**config.mk**
```make
export PLATFORM = sky130hd
export DESIGN_NAME = hpd_filter_top
export DESIGN_NICKNAME = d
export VERILOG_FILES = /design/src/rtl/hpd_filt_pkg.sv /design/src/rtl/hpd_sync.sv /design/src/rtl/hpd_hold_stage.sv /design/src/rtl/hpd_edge_events.sv /design/src/rtl/hpd_filter_top.sv
export SDC_FILE = /design/constraint.sdc
export NUM_CORES = 1
export LEC_CHECK = 0
export BUFFER_PORTS_ARGS = -buffer_cell sky130_fd_sc_hd__buf_2
export CORE_ASPECT_RATIO = 1.25
export CORE_MARGIN = 3
export CORE_UTILIZATION = 51
export DETAILED_ROUTE_END_ITERATION = 6
export MAX_ROUTING_LAYER = met4
export PLACE_DENSITY = 0.74
export SYNTH_ARGS = -nofsm -noshare
export SYNTH_HDL_FRONTEND = slang
export SYNTH_SLANG_ARGS = --single-unit
```
**constraint.sdc**
```tcl
create_clock -name clk_i -period 1.7 [get_ports clk_i]
set_input_delay 0.085 -clock clk_i [delete_from_list [all_inputs] [get_ports clk_i]]
set_output_delay 0.085 -clock clk_i [all_outputs]
set_load 0.01 [all_outputs]
```
**src/rtl/hpd_filt_pkg.sv**
```systemverilog
package hpd_filt_pkg;
  localparam int DEF_GLITCH_W   = 4;
  localparam int DEF_VALID_W    = 12;
  localparam int DEF_UNIT_LOG2  = 10;
  localparam int DEF_SYNC_DEPTH = 2;

  // Expand a coarse width field into a cycle threshold.
  function automatic logic [DEF_VALID_W+DEF_UNIT_LOG2-1:0] coarse_cycles(
    input logic [DEF_VALID_W-1:0] field
  );
    return {field, {DEF_UNIT_LOG2{1'b0}}};
  endfunction
endpackage

```
**src/rtl/hpd_sync.sv**
```systemverilog
module hpd_sync #(
  parameter int DEPTH = 2
) (
  input  logic clk_i,
  input  logic rst_i,
  input  logic din_i,
  output logic dout_o
);
  logic [DEPTH-1:0] chain_q;

  generate
    for (genvar i = 0; i < DEPTH; i++) begin : g_stage
      if (i == 0) begin : g_first
        always_ff @(posedge clk_i) begin
          if (rst_i) chain_q[0] <= 1'b0;
          else       chain_q[0] <= din_i;
        end
      end else begin : g_next
        always_ff @(posedge clk_i) begin
          if (rst_i) chain_q[i] <= 1'b0;
          else       chain_q[i] <= chain_q[i-1];
        end
      end
    end
  endgenerate

  assign dout_o = chain_q[DEPTH-1];
endmodule

```
**src/rtl/hpd_hold_stage.sv**
```systemverilog
module hpd_hold_stage #(
  parameter int CNT_W = 4
) (
  input  logic             clk_i,
  input  logic             rst_i,
  input  logic             din_i,
  input  logic [CNT_W-1:0] thr_i,
  output logic             dout_o
);
  logic [CNT_W-1:0] cnt_q;
  logic             lvl_q;

  // A new level is adopted once it has differed for more than thr_i cycles.
  always_ff @(posedge clk_i) begin
    if (rst_i) begin
      cnt_q <= '0;
      lvl_q <= 1'b0;
    end else if (din_i == lvl_q) begin
      cnt_q <= '0;
    end else if (cnt_q >= thr_i) begin
      lvl_q <= din_i;
      cnt_q <= '0;
    end else begin
      cnt_q <= cnt_q + 1'b1;
    end
  end

  assign dout_o = lvl_q;

  // the held level only moves toward a value the input carried.
  assert_hold_follows_R2: assert property (@(posedge clk_i) disable iff (rst_i)
    (lvl_q != $past(lvl_q)) |-> ($past(din_i) == lvl_q));

  // a change needs the counter to have reached the threshold.
  assert_hold_threshold_R3: assert property (@(posedge clk_i) disable iff (rst_i)
    (lvl_q != $past(lvl_q)) |-> ($past(cnt_q) >= $past(thr_i)));

  // an input matching the held level restarts the count.
  assert_count_restart_R8: assert property (@(posedge clk_i) disable iff (rst_i)
    (din_i == lvl_q) |=> (cnt_q == '0));
endmodule

```
**src/rtl/hpd_edge_events.sv**
```systemverilog
module hpd_edge_events (
  input  logic clk_i,
  input  logic rst_i,
  input  logic level_i,
  output logic rise_o,
  output logic fall_o
);
  logic prev_q;
  logic rise_q;
  logic fall_q;

  always_ff @(posedge clk_i) begin
    if (rst_i) begin
      prev_q <= 1'b0;
      rise_q <= 1'b0;
      fall_q <= 1'b0;
    end else begin
      prev_q <= level_i;
      rise_q <= level_i & ~prev_q;
      fall_q <= ~level_i & prev_q;
    end
  end

  assign rise_o = rise_q;
  assign fall_o = fall_q;

  assert_rise_after_edge_R6: assert property (@(posedge clk_i) disable iff (rst_i)
    rise_o |-> ($past(level_i) && !$past(level_i, 2)));

  assert_fall_after_edge_R7: assert property (@(posedge clk_i) disable iff (rst_i)
    fall_o |-> (!$past(level_i) && $past(level_i, 2)));

  assert_events_exclusive_R9: assert property (@(posedge clk_i) disable iff (rst_i)
    !(rise_o && fall_o));

  assert_rise_single_R9: assert property (@(posedge clk_i) disable iff (rst_i)
    rise_o |=> !rise_o);

  assert_fall_single_R9: assert property (@(posedge clk_i) disable iff (rst_i)
    fall_o |=> !fall_o);

  assert_quiet_after_reset_R5: assert property (@(posedge clk_i)
    $past(rst_i) |-> (!rise_o && !fall_o));
endmodule

```
**src/rtl/hpd_filter_top.sv**
```systemverilog
module hpd_filter_top
  import hpd_filt_pkg::*;
#(
  parameter int GLITCH_W   = DEF_GLITCH_W,
  parameter int VALID_W    = DEF_VALID_W,
  parameter int UNIT_LOG2  = DEF_UNIT_LOG2,
  parameter int SYNC_DEPTH = DEF_SYNC_DEPTH
) (
  input  logic                clk_i,
  input  logic                rst_i,
  input  logic                hpd_raw_i,
  input  logic [GLITCH_W-1:0] cfg_glitch_i,
  input  logic [VALID_W-1:0]  cfg_valid_i,
  output logic                hpd_level_o,
  output logic                hpd_rise_o,
  output logic                hpd_fall_o
);
  localparam int STAB_W = VALID_W + UNIT_LOG2;

  logic              pin_sync;
  logic              deglitched;
  logic              qualified;
  logic [STAB_W-1:0] stab_thr;

  assign stab_thr = {cfg_valid_i, {UNIT_LOG2{1'b0}}};

  hpd_sync #(.DEPTH(SYNC_DEPTH)) u_sync (
    .clk_i  (clk_i),
    .rst_i  (rst_i),
    .din_i  (hpd_raw_i),
    .dout_o (pin_sync)
  );

  hpd_hold_stage #(.CNT_W(GLITCH_W)) u_glitch (
    .clk_i  (clk_i),
    .rst_i  (rst_i),
    .din_i  (pin_sync),
    .thr_i  (cfg_glitch_i),
    .dout_o (deglitched)
  );

  hpd_hold_stage #(.CNT_W(STAB_W)) u_stable (
    .clk_i  (clk_i),
    .rst_i  (rst_i),
    .din_i  (deglitched),
    .thr_i  (stab_thr),
    .dout_o (qualified)
  );

  hpd_edge_events u_events (
    .clk_i   (clk_i),
    .rst_i   (rst_i),
    .level_i (qualified),
    .rise_o  (hpd_rise_o),
    .fall_o  (hpd_fall_o)
  );

  assign hpd_level_o = qualified;

  assert_level_reset_R5: assert property (@(posedge clk_i)
    $past(rst_i) |-> !hpd_level_o);

  assert_rise_matches_level_R6: assert property (@(posedge clk_i) disable iff (rst_i)
    $rose(hpd_level_o) |=> hpd_rise_o);
endmodule

```
* After elaboration in Yosys (flattened, before gate mapping) *
Index checks and enable logic that the tools add are counted.

storage, ports and cells
  register bits = 33
  word-level logic and storage cells = 25
  output and inout bits = 3

cells by class
  add/subtract/negate cells = 2
  bitwise gates (word level) = 6
  magnitude comparators = 2
  eq/ne operators = 2
  reduce and logical (&&, ||, !) cells = 4

operators by type and width
  cell                   number
  $add 22x1->22 const B  1
  $ge 22x22->1           1
  $reduce_or 3->1        2
  $add 4x1->4 const B    1
  $ge 4x4->1             1
  $not 1->1              4
  $reduce_and 2->1       2
  $and 1x1->1            2
  $eq 1x1->1             2

* Depth between registers and ports, before layout *
  depth in word-level cells = 3
  depth in mapped cells = 8

* Cells and area by module *
A second synthesis with hierarchy kept.

unflattened totals
  cell total of the unflattened synthesis = 230
  area, all modules = 1976.9 µm²

by module, submodules not included
  module                      times used  area each (µm²)  cells each
  hpd_hold_stage at u_stable  1           1514.0           187
  hpd_hold_stage at u_glitch  1           315.3            32
  hpd_edge_events             1           91.3             6
  hpd_sync                    1           52.6             4
  hpd_filter_top              1           3.8              1

* Least setup slack after synthesis *
Ideal clock, no wire load.

  path type = flip-flop to flip-flop
  start = reg u_stable.cnt_q[10]
  end = reg u_stable.cnt_q[14]
  setup slack = -0.086 ns
  arrival time = 1.722 ns
  required time = 1.636 ns
  period minus slack after synthesis = 1.786 ns
  setup time = 0.064 ns
  stages on the path, launching flop included = 9
  cells stage by stage = dfxtp_1 -> inv_1 -> ha_1 -> and3_1 -> nand4_1 -> a311oi_1 -> or4b_4 -> buf_2 -> nor2_1

on the way
  word-level cells in the longest chain between the ends = 2
  elaborated cells between the ends (all ways) = 3
  those cells by class = add/sub: 1; order compare: 1; reduce/logical: 1

ends and longest elaborated chain
  element                    line                  RTL
  start, declared            hpd_hold_stage.sv:10  logic [CNT_W-1:0] cnt_q;
  start signal, assigned     hpd_hold_stage.sv:24  cnt_q <= cnt_q + 1'b1;
  $ge 22x22->1               hpd_hold_stage.sv:20  end else if (cnt_q >= thr_i) begin
  $reduce_or 3->1 (no line)  --

Parallel ways exist; a longest one is shown, timed or not.
A chain may end at the register's enable or synchronous reset.

* Final worst setup path *
  start = reg u_stable.cnt_q[12]
  end = reg u_stable.cnt_q[15]

The elaborated chain is that of the path after synthesis.

==> results.py <==
metrics = {
    "status": {
        "run_status": "finished, violations left",
        "violations": "setup timing",
    },
    "die": {
        "rows": 23,
        "boundaryPins": 22,
        "coreArea_sq_um": 3250,
        "start_util_pct": 53.9,
        "dieArea_sq_um": 4180,
        "fp.dieW_um": 58.5,
        "die_h_um": 71.6,
    },
    "synth": {
        "synthTopCellsByArea": "dfxtp_1 38%, ha_1 14%, xnor2_1 6.5%",
        "synth_top_area_share_pct": 37.7,
        "ys.flop_type": "dfxtp_1",
        "synth_common_cells": "33 x dfxtp_1, 30 x nor2_1, 25 x inv_1",
        "syn_inst": 199,
        "syn-num-nets": 237,
        "synth.cell_area_sq_um": 1750,
        "ys_types": 30,
        "syn_avg_cell_area_sq_um": 8.81,
        "synth-edff-count": 0,
        "synth.largest_area_cell": "dfxtp_1",
        "yosysMostFrequentCell": "dfxtp_1",
        "ys_async_sr_fraction_pct": 0,
        "ys_seq_area_share_pct": 37.7,
        "yosys_register_bits": 33,
        "ys_warn_count": 0,
    },
    "timing": {
        "min_period_ns": 1.88,
        "period_share_pct": 111,
        "rsz0062_at_grt": "true",
        "holdWs_ns": 0.0163,
        "relSlewSlack_pct": 69.8,
        "skew_ns": 0.00458,
        "worst_pin_slew_ns": 0.450,
        "layout_setup_ws_ns": -0.179,
        "hold_violations": 0,
        "final_max_slew_viol_count": 0,
        "setup-violations-final": 23,
        "max_freq_mhz": 532,
    },
    "setup_path": {
        "arrival_ns": 2.10,
        "criticalPathCategory": "reg -> reg",
        "path_cells": "ha_4, and2_4, nand4_1, a311oi_4, or4b_4, nor2_1",
        "crit_fanout": 6,
        "critical-path-max-stage-delay_ns": 0.66,
        "cpMaxStageDelayCell": "or4b_4",
        "start_kind": "flop",
        "cp.required_ns": 1.92,
        "crit_buf_inv": 0,
        "critical-path-top-delay-family": "simple AND/OR/NAND/NOR gates",
        "endpoint_kind": "flop",
    },
    "power_and_ir_drop": {
        "power_frac_comb_pct": 6.7,
        "p_total_mw": 1.52,
        "p_sw_mw": 0.328,
        "p_seq_share_pct": 51.0,
        "intPower_mw": 1.19,
        "switching_share_pct": 21.5,
        "leakage_nw": 1.06,
        "p_per_area_nw_per_um2": 612,
        "ir_worst_vdd_v": 0.000652,
        "clock_power_share_pct": 42.3,
    },
    "detailed_routing": {
        "antenna_left": 0,
        "viasPerCell": 5.21,
        "drt-total-wl_mm": 4.11,
        "wl_met2_mm": 2.24,
        "firstDrtPassIters": 4,
        "drt_iter0_markers": 24,
        "top_layer_used": "met4",
        "post_drt_wl_per_cell_um": 14.0,
        "met1_length_mm": 1.70,
        "drc": 0,
        "wl_met3_um": 114,
        "num_vias": 1526,
    },
    "grt": {
        "grt_pass1_wl_mm": 6.59,
        "grt_start_max_net_pins": 12,
        "grt_pass1_vias": 1585,
        "antenna_found_initial": 0,
        "overflow": 0,
        "grt_use_total_pct": 21.4,
    },
    "clocking": {
        "cts_tree": "yes",
        "cts_root_buf": "clkbuf_8",
        "path_clk_slew_ns": 0.07,
        "htree_num_levels": 2,
        "worstSkewPairLatency_ns": 0.28,
        "cts.path.max_buffers": 2,
        "clock-sinks": 33,
        "cts_made_buffers": 5,
    },
    "place": {
        "globalplace.congestion": 0.809,
        "dp_hpwl_mm": 2.57,
        "dpl_cell_area_sq_um": 2160,
        "place_ws_ns": -0.174,
        "portBuffers": 21,
    },
    "finish": {
        "num_antenna_cells": 0,
        "fin_nets": 293,
        "fin_util_pct": 76.5,
        "fill_cells": 215,
        "area_growth_syn_to_layout_pct": 41.9,
        "drive_gt1_share_pct": 44.5,
        "fin_area_sq_um": 2490,
    },
    "min_path": {
        "hold_class": "in -> reg",
    },
    "run": {
        "max_cap_viol_count": 0,
    },
}
power by group through the flow:
stage | registers [mW] | clock network (mW) | logic (mW)
4_1_cts | 0.776 | 0.655 | 0.0922
6_report | 0.777 | 0.644 | 0.102
5_1_grt | 0.776 | 0.683 | 0.114
2_1_floorplan | 0.794 | 0 | 0.0436
3_5_place_dp | 0.794 | 0 | 0.0771
3_3_place_gp | 0.794 | 0 | 0.0737
what timing repair did:
action | 4_1_cts | 5_1_grt
endpoints found under the setup margin | 26 | 27
cloned | 3 | 0
buffers inserted | 0 | 2
pin swaps | 26 | 13
gates resized for setup | 16 | 23
hold buffers | 0 | 0
stage by stage:
stage | cells | TNS [ns]
after CTS | 291 | -1.03
after floorplan | 199 | -0.171
after global routing | 293 | -4.29
after detailed placement | 280 | -3.54
after global placement | 280 | -2.06
final | 293 | -3.17
cells in the final DEF (no fill, tap or decap), types with 9 or more instances in the layout:
| cell type | Yosys | final |
|---|---|---|
| xor2_1 | 11 | 11 |
| xnor2_1 | 13 | 13 |
| buf_4 | 0 | 28 |
| ha_1 | 19 | 11 |
| buf_2 | 2 | 21 |
| nor2_2 | 0 | 12 |
| nor2_1 | 30 | 17 |
| dfxtp_1 | 33 | 24 |
| inv_1 | 25 | 23 |
| nand2_1 | 9 | 9 |
worst reg2reg max path, delay by kind of cell (launching register included):
kind	cells	cell delay, ns
simple gates	4	1.09
flops	1	0.36
fa+ha+maj	1	0.20
compound gates	1	0.17
sequential cells by signal (all words and copies together), names as in the netlist:
name	flops
u_sync.dout_o	1
u_events.prev_q	1
u_stable.dout_o	1
u_events.fall_o	1
u_glitch.cnt_q	4
u_stable.cnt_q	22
u_events.rise_o	1
u_glitch.dout_o	1
u_sync.chain_q	1
final timing paths:
check / startpoint / to / slack, ns / cells after the start
worst max-delay path: u_stable.cnt_q[12] / u_stable.cnt_q[15] / -0.18 / 6
worst min-delay path: hpd_raw_i / u_sync.chain_q[0] / 0.02 / 2
worst max register to register: u_stable.cnt_q[12] / u_stable.cnt_q[15] / -0.18 / 6
worst min register to register: u_events.prev_q / u_events.rise_o / 0.43 / 1
routing by layer:
metal / vias to the layer above / GRT usage (%)
li1: 784 / -
met1: 718 / 21.5
met2: 17 / 39.8
met3: 7 / 4.86
met4: 0 / 6.96
met5: - / -
final cells by class:
class	instances	area, sq um	share of cell area [%]
Multi-Input combinational cell	141	1260	50.5
Sequential cell	33	674	27.1
Timing Repair Buffer	49	315	12.7
Clock buffer	7	96.3	3.87
Inverter	25	93.8	3.77
Tap cell	37	46.3	1.86
Clock inverter	1	5.00	0.201
cells by family after synthesis:
| kind of cell | Yosys count | share of synthesized area, % |
|---|---|---|
| AND/OR/NAND/NOR | 79 | 24.7 |
| flip-flops | 33 | 37.7 |
| AO/OA/AOI/OAI | 14 | 4.85 |
| multiplexers | 2 | 1.14 |
| XOR/XNOR | 24 | 12.0 |
| adder cells (fa/ha/maj) | 19 | 13.6 |
| buffers and inverters | 28 | 6.13 |
Note: power is estimated with default switching activity, not from simulation.
